`config.mk`:
```
export PLATFORM = sky130hd
export DESIGN_NAME = uart_tx_cts
export DESIGN_NICKNAME = d
export VERILOG_FILES = /design/src/rtl/uart_tx_pkg.sv /design/src/rtl/tx_fifo.sv /design/src/rtl/tx_shifter.sv /design/src/rtl/uart_tx_cts.sv
export SDC_FILE = /design/constraint.sdc
export NUM_CORES = 1
export LEC_CHECK = 0
export ABC_CLOCK_PERIOD_IN_PS = 3600
export CAP_MARGIN = 5
export CELL_PAD_IN_SITES_DETAIL_PLACEMENT = 1
export CELL_PAD_IN_SITES_GLOBAL_PLACEMENT = 1
export CORE_MARGIN = 2
export CORE_UTILIZATION = 50
export CTS_CLUSTER_SIZE = 20
export DETAILED_ROUTE_END_ITERATION = 10
export DONT_BUFFER_PORTS = 1
export PLACE_DENSITY_LB_ADDON = 0.25
export SLEW_MARGIN = 40
export SYNTH_ARGS = -nofsm -noshare
export SYNTH_HDL_FRONTEND = slang
export SYNTH_HIERARCHICAL = 1
export SYNTH_SLANG_ARGS = --single-unit
```
`constraint.sdc`:
```
create_clock -name clk_i -period 3.6 [get_ports clk_i]
set_input_delay 0 -clock clk_i [delete_from_list [all_inputs] [get_ports clk_i]]
set_output_delay 0 -clock clk_i [all_outputs]
set_load 0.03 [all_outputs]
```
`src/rtl/uart_tx_pkg.sv`:
```
package uart_tx_pkg;
  localparam int CHAR_W    = 8;
  localparam int BIT_TICKS = 16;

  typedef enum logic [2:0] {
    ST_IDLE,
    ST_START,
    ST_DATA,
    ST_PAR,
    ST_STOP
  } tx_state_e;

  typedef struct packed {
    logic [1:0] wlen;
    logic       par_en;
    logic       par_odd;
    logic       stop_long;
  } tx_cfg_t;
endpackage

```
`src/rtl/tx_fifo.sv`:
```
module tx_fifo #(
  parameter int DW    = 8,
  parameter int DEPTH = 16
) (
  input  logic          clk_i,
  input  logic          rst_ni,
  input  logic          push_i,
  input  logic [DW-1:0] data_i,
  input  logic          pop_i,
  output logic [DW-1:0] data_o,
  output logic          full_o,
  output logic          empty_o
);
  localparam int AW = (DEPTH > 1) ? $clog2(DEPTH) : 1;
  localparam int CW = $clog2(DEPTH + 1);

  logic [DW-1:0] mem [DEPTH];
  logic [AW-1:0] wr_ptr, rd_ptr;
  logic [CW-1:0] cnt;
  logic          do_push, do_pop;

  assign full_o  = (cnt == CW'(DEPTH));
  assign empty_o = (cnt == '0);
  assign do_push = push_i & ~full_o;
  assign do_pop  = pop_i & ~empty_o;
  assign data_o  = mem[rd_ptr];

  function automatic logic [AW-1:0] nxt(input logic [AW-1:0] p);
    return (p == AW'(DEPTH - 1)) ? '0 : p + 1'b1;
  endfunction

  always_ff @(posedge clk_i) begin
    if (do_push) mem[wr_ptr] <= data_i;
  end

  always_ff @(posedge clk_i or negedge rst_ni) begin
    if (!rst_ni) begin
      wr_ptr <= '0;
      rd_ptr <= '0;
      cnt    <= '0;
    end else begin
      if (do_push) wr_ptr <= nxt(wr_ptr);
      if (do_pop)  rd_ptr <= nxt(rd_ptr);
      case ({do_push, do_pop})
        2'b10:   cnt <= cnt + 1'b1;
        2'b01:   cnt <= cnt - 1'b1;
        default: cnt <= cnt;
      endcase
    end
  end

  assert_no_overflow_R6: assert property (@(posedge clk_i) disable iff (!rst_ni)
    (push_i && full_o && !pop_i) |=> $stable(cnt));
  assert_flags_exclusive_R10: assert property (@(posedge clk_i) disable iff (!rst_ni)
    !(full_o && empty_o));
endmodule

```
`src/rtl/tx_shifter.sv`:
```
module tx_shifter
  import uart_tx_pkg::*;
(
  input  logic              clk_i,
  input  logic              rst_ni,
  input  logic              tick_i,
  input  logic              avail_i,
  input  logic [CHAR_W-1:0] data_i,
  input  tx_cfg_t           cfg_i,
  input  logic              auto_cts_i,
  input  logic              cts_i,
  output logic              pop_o,
  output logic              line_o,
  output logic              idle_o
);
  tx_state_e         state;
  tx_cfg_t           cfg_q;
  logic [4:0]        cnt;
  logic [2:0]        idx;
  logic [CHAR_W-1:0] shreg;
  logic              par_q;

  logic [3:0]        nbits_in, nbits_q;
  logic [CHAR_W-1:0] masked;
  logic              par_bit, go, bit_end, last_bit;
  logic [5:0]        lim;

  assign nbits_in = 4'd5 + {2'b00, cfg_i.wlen};
  assign nbits_q  = 4'd5 + {2'b00, cfg_q.wlen};

  always_comb begin
    masked = data_i;
    for (int i = 5; i < CHAR_W; i++)
      if (i >= int'(nbits_in)) masked[i] = 1'b0;
    par_bit = (^masked) ^ cfg_i.par_odd;
  end

  // stop period: 16, or 24 for 5-bit characters, or 32
  always_comb begin
    lim = 6'(BIT_TICKS);
    if (state == ST_STOP && cfg_q.stop_long)
      lim = (cfg_q.wlen == 2'd0) ? 6'd24 : 6'd32;
  end

  assign go       = (state == ST_IDLE) && avail_i && (!auto_cts_i || cts_i);
  assign pop_o    = go;
  assign bit_end  = tick_i && ({1'b0, cnt} == lim - 6'd1);
  assign last_bit = (idx == 3'(nbits_q - 4'd1));
  assign idle_o   = (state == ST_IDLE);

  always_ff @(posedge clk_i or negedge rst_ni) begin
    if (!rst_ni) begin
      state <= ST_IDLE;
      cfg_q <= '0;
      cnt   <= '0;
      idx   <= '0;
      shreg <= '0;
      par_q <= 1'b0;
    end else if (state == ST_IDLE) begin
      if (go) begin
        state <= ST_START;
        cfg_q <= cfg_i;
        cnt   <= '0;
        idx   <= '0;
        shreg <= data_i;
        par_q <= par_bit;
      end
    end else if (tick_i) begin
      if (bit_end) begin
        cnt <= '0;
        case (state)
          ST_START: state <= ST_DATA;
          ST_DATA: begin
            if (last_bit) state <= cfg_q.par_en ? ST_PAR : ST_STOP;
            else begin
              shreg <= shreg >> 1;
              idx   <= idx + 1'b1;
            end
          end
          ST_PAR:  state <= ST_STOP;
          default: state <= ST_IDLE;
        endcase
      end else begin
        cnt <= cnt + 1'b1;
      end
    end
  end

  always_comb begin
    case (state)
      ST_START: line_o = 1'b0;
      ST_DATA:  line_o = shreg[0];
      ST_PAR:   line_o = par_q;
      default:  line_o = 1'b1;
    endcase
  end

  assert_cts_gate_R7: assert property (@(posedge clk_i) disable iff (!rst_ni)
    (state == ST_IDLE && auto_cts_i && !cts_i) |=> (state == ST_IDLE));
  assert_hold_without_tick_R2: assert property (@(posedge clk_i) disable iff (!rst_ni)
    (state != ST_IDLE && !tick_i) |=> ($stable(state) && $stable(cnt)));
  assert_pop_needs_data_R6: assert property (@(posedge clk_i) disable iff (!rst_ni)
    pop_o |-> avail_i);
  assert_busy_not_idle_R10: assert property (@(posedge clk_i) disable iff (!rst_ni)
    pop_o |=> !idle_o);
endmodule

```
`src/rtl/uart_tx_cts.sv`:
```
module uart_tx_cts
  import uart_tx_pkg::*;
#(
  parameter int DEPTH = 16
) (
  input  logic              clk_i,
  input  logic              rst_ni,
  input  logic              tick_i,
  input  logic              push_i,
  input  logic [CHAR_W-1:0] push_data_i,
  output logic              full_o,
  input  logic [1:0]        wlen_i,
  input  logic              par_en_i,
  input  logic              par_odd_i,
  input  logic              stop_long_i,
  input  logic              auto_cts_i,
  input  logic              cts_i,
  input  logic              break_i,
  output logic              tx_o,
  output logic              fifo_empty_o,
  output logic              shift_idle_o
);
  logic [CHAR_W-1:0] head;
  logic              pop, line;
  tx_cfg_t           cfg;

  assign cfg = '{wlen: wlen_i, par_en: par_en_i, par_odd: par_odd_i, stop_long: stop_long_i};

  tx_fifo #(.DW(CHAR_W), .DEPTH(DEPTH)) u_fifo (
    .clk_i   (clk_i),
    .rst_ni  (rst_ni),
    .push_i  (push_i),
    .data_i  (push_data_i),
    .pop_i   (pop),
    .data_o  (head),
    .full_o  (full_o),
    .empty_o (fifo_empty_o)
  );

  tx_shifter u_shift (
    .clk_i      (clk_i),
    .rst_ni     (rst_ni),
    .tick_i     (tick_i),
    .avail_i    (~fifo_empty_o),
    .data_i     (head),
    .cfg_i      (cfg),
    .auto_cts_i (auto_cts_i),
    .cts_i      (cts_i),
    .pop_o      (pop),
    .line_o     (line),
    .idle_o     (shift_idle_o)
  );

  // break overrides the line; shifter keeps its timing
  assign tx_o = line & ~break_i;

  assert_idle_line_high_R10: assert property (@(posedge clk_i) disable iff (!rst_ni)
    (shift_idle_o && !break_i) |-> tx_o);
endmodule

```
==> impl_metrics.ini <==
[run_status]
status = finished clean

[synth]
synth_area_leaders = edfxtp_1, dfrtp_1, mux4_2
ys_ff_latch = 165
yosysSeqAreaShare_pct = 66.4
yosys.area_share.adder_pct = 2.19
synthMuxAreaShare_pct = 13.9
synth_edf_count = 128
yosys.area_share.xor_xnor_pct = 2.19
synth_area_um2 = 7190
async_reset_ff_share_pct = 22.4
synthSimpleGateAreaFrac_pct = 6.32
synth_cells = 455
synth_top_area_share_pct = 53.5
synth_top_family_by_area = multiplexers
ys.warnings.count = 6
syn_nets = 487
synth_area_leader_cell = edfxtp_1
syn_avg_cell_area_um2 = 15.8
synth_flop_cell = edfxtp_1
ys_types = 58
synth_compound_area_share_pct = 6.56

[critical_path]
crit_slowest_cell = or4_4
startpoint = u_fifo/cnt[1]
cp_top_family = simple AND/OR/NAND/NOR gates
r2r_setup_slack_ns = 0.27
cp_cell_sequence = or4_4 > nor2_1 > inv_1 > nand3_1 > inv_2 > o21a_4 > ha_1 > fa_1 > a21o_1 > a21oi_1 > mux2i_1 > xnor2_1
r2r-end = u_fifo/cnt[4]
required_ns = 3.95
startpoint_type = register
crit_type = reg -> reg
arrival_ns = 3.68
path_buf_inv = 2
max_stage_delay_ns = 0.59
r2r_start = u_fifo/cnt[1]
critPathMaxFanout = 9
worst-r2r-cell-count = 12
crit_path_end_kind = register

[placed_design]
post_dp_cell_area_um2 = 7390
post-dp-hpwl_mm = 10.3
io_buffers = 0
place_congestion = 0.786

[floorplan]
std_cell_rows = 43
io-pin-count = 24
die_x_um = 124
start_util_pct = 51.6
core-area_um2 = 13900
die_area_um2 = 15300
fp.dieH_um = 124

[detailed_routing]
drcViolationCount = 0
vias = 3973
drt_iter0_markers = 324
drtPass1Iterations = 4
wl_per_cell_um = 24.7
postRouteAntennaNets = 0
drt-total-wl_mm = 16.5
drt-vias-per-instance = 5.92

[sta]
whs_ns = 0.0340
tightest_slew_ns = 0.887
min_period_ns = 3.33
relSlewSlack_pct = 40.6
rsz0062_at_grt = no
fmax_mhz = 300
setup_viol = 0
finalSetupTns_ns = 0
fin_worst_skew_ns = 0.0106
slew_viol_final = 0
finalCritPeriodShare_pct = 92.6
hold_viol = 0

[min_path]
min_to = u_fifo/wr_ptr[1]
min_path_cells = 4
worstHoldStart = push_i
hold_path.class = in -> reg

[global_routing]
grt_usage_pct = 23.6
antenna_found_initial = 0
first_global_vias = 4280
grt_start_max_net_pins = 45
grt_pass1_wl_mm = 25.3
grt_overflow = 0

[cts]
root_buffer = clkbuf_16
cts.repair.resized = 0
clkTransAtPathRegs_ns = 0.07
clk_latency_ns = 0.43
cts_made_buffers = 17
cts_sinks = 165
h-tree-depth = 4
cts_tree = done
clockBufferDepth = 2

[job]
drv_cap = 0

[final_layout]
diodes = 0
drive_gt1_share_pct = 19.3
final_cell_mix = edfxtp_1, nand2_1, dfrtp_1
fin_util_pct = 58.6
area_growth_pct = 13.6
design_area_um2 = 8160
fin_nets = 511
final_common_cell = edfxtp_1

[power_and_ir_drop]
p_leak_nw = 2.84
p_per_area_nw_per_um2 = 723
vdd_drop_max_mv = 0.381
[registers in the layout, indices dropped and copies added, names as in the netlist]
name and flops:
u_shift/idx 3, u_shift/cfg_q 4, u_shift/shreg 8, u_fifo/rd_ptr 4
u_fifo/mem 128, u_shift/par_q 1, u_shift/cnt 5, u_fifo/cnt 5
u_shift/state 3, u_fifo/wr_ptr 4
[how the worst max path moves through the flow]
stage	to	slack, ns	depth (start not counted)
after floorplan	u_fifo/cnt[4]	0.23	12
after global placement	u_fifo/cnt[4]	0.45	12
after detailed placement	u_fifo/cnt[4]	0.34	12
after CTS	u_fifo/cnt[4]	0.28	12
after global routing	u_fifo/cnt[4]	0.03	12
final	u_fifo/cnt[4]	0.27	12
[power breakdown]
| group | internal (W) | switching, W |
|---|---|---|
| sequential | 0.00233 | 0.000225 |
| clock | 0.00110 | 0.000756 |
| combinational | 0.000671 | 0.000824 |
[final cells by class]
cell class,count,area (um2)
multi-input cells,257,2250
inverters,12,46.3
flip-flops and latches,165,4770
fillers,1279,5770
clock buffers,18,429
clock inverters,13,173
well taps,180,225
repair buffers,26,268
[cell usage after synthesis, types with 5 or more instances]
library cell    n
dfrtp_1        37
buf_2           6
nor2_1         23
o21ai_0        15
a32oi_1         8
mux2_4          9
mux4_2         24
mux2i_1        29
a22oi_1         9
nand3_1         5
ha_1           11
o21ai_1         6
nor3_1          5
nand2_1        44
xnor2_1        15
inv_1          10
edfxtp_1      128
[worst min-delay path, stage by stage]
cell and delay, ns:
a21boi_0 0.10, buf_4 0.17, nand2_1 0.07, o21ai_0 0.07
[routing by layer]
metal	vias up	global-route usage (%)	routed length [um]
li1	1791	-	-
met1	2071	29.2	6760
met2	98	41.0	8660
met3	13	6.55	955
met4	0	5.97	174
met5	-	0	0
[timing repair]
item | CTS | global route
hold buffers | 15 | 0
hold endpoints to repair | 173 | 0
setup buffers | 0 | 0
[per-stage QoR]
| step | instances | total power (W) | setup slack [ns] |
|---|---|---|---|
| after global placement | 625 | 0.00395 | 0.452 |
| final | 671 | 0.00591 | 0.267 |
| after CTS | 671 | 0.00594 | 0.281 |
| after global routing | 671 | 0.00618 | 0.0257 |
| after detailed placement | 625 | 0.00402 | 0.341 |
| after floorplan | 455 | 0.00362 | 0.227 |
[cells by family after synthesis]
family	count (synthesis)
buffers and inverters	33
XOR/XNOR	18
AO/OA/AOI/OAI	65
multiplexers	65
AND/OR/NAND/NOR	97
adder cells (fa/ha/maj)	12
flip-flops	165
Note: power is estimated with default switching activity, not from simulation.
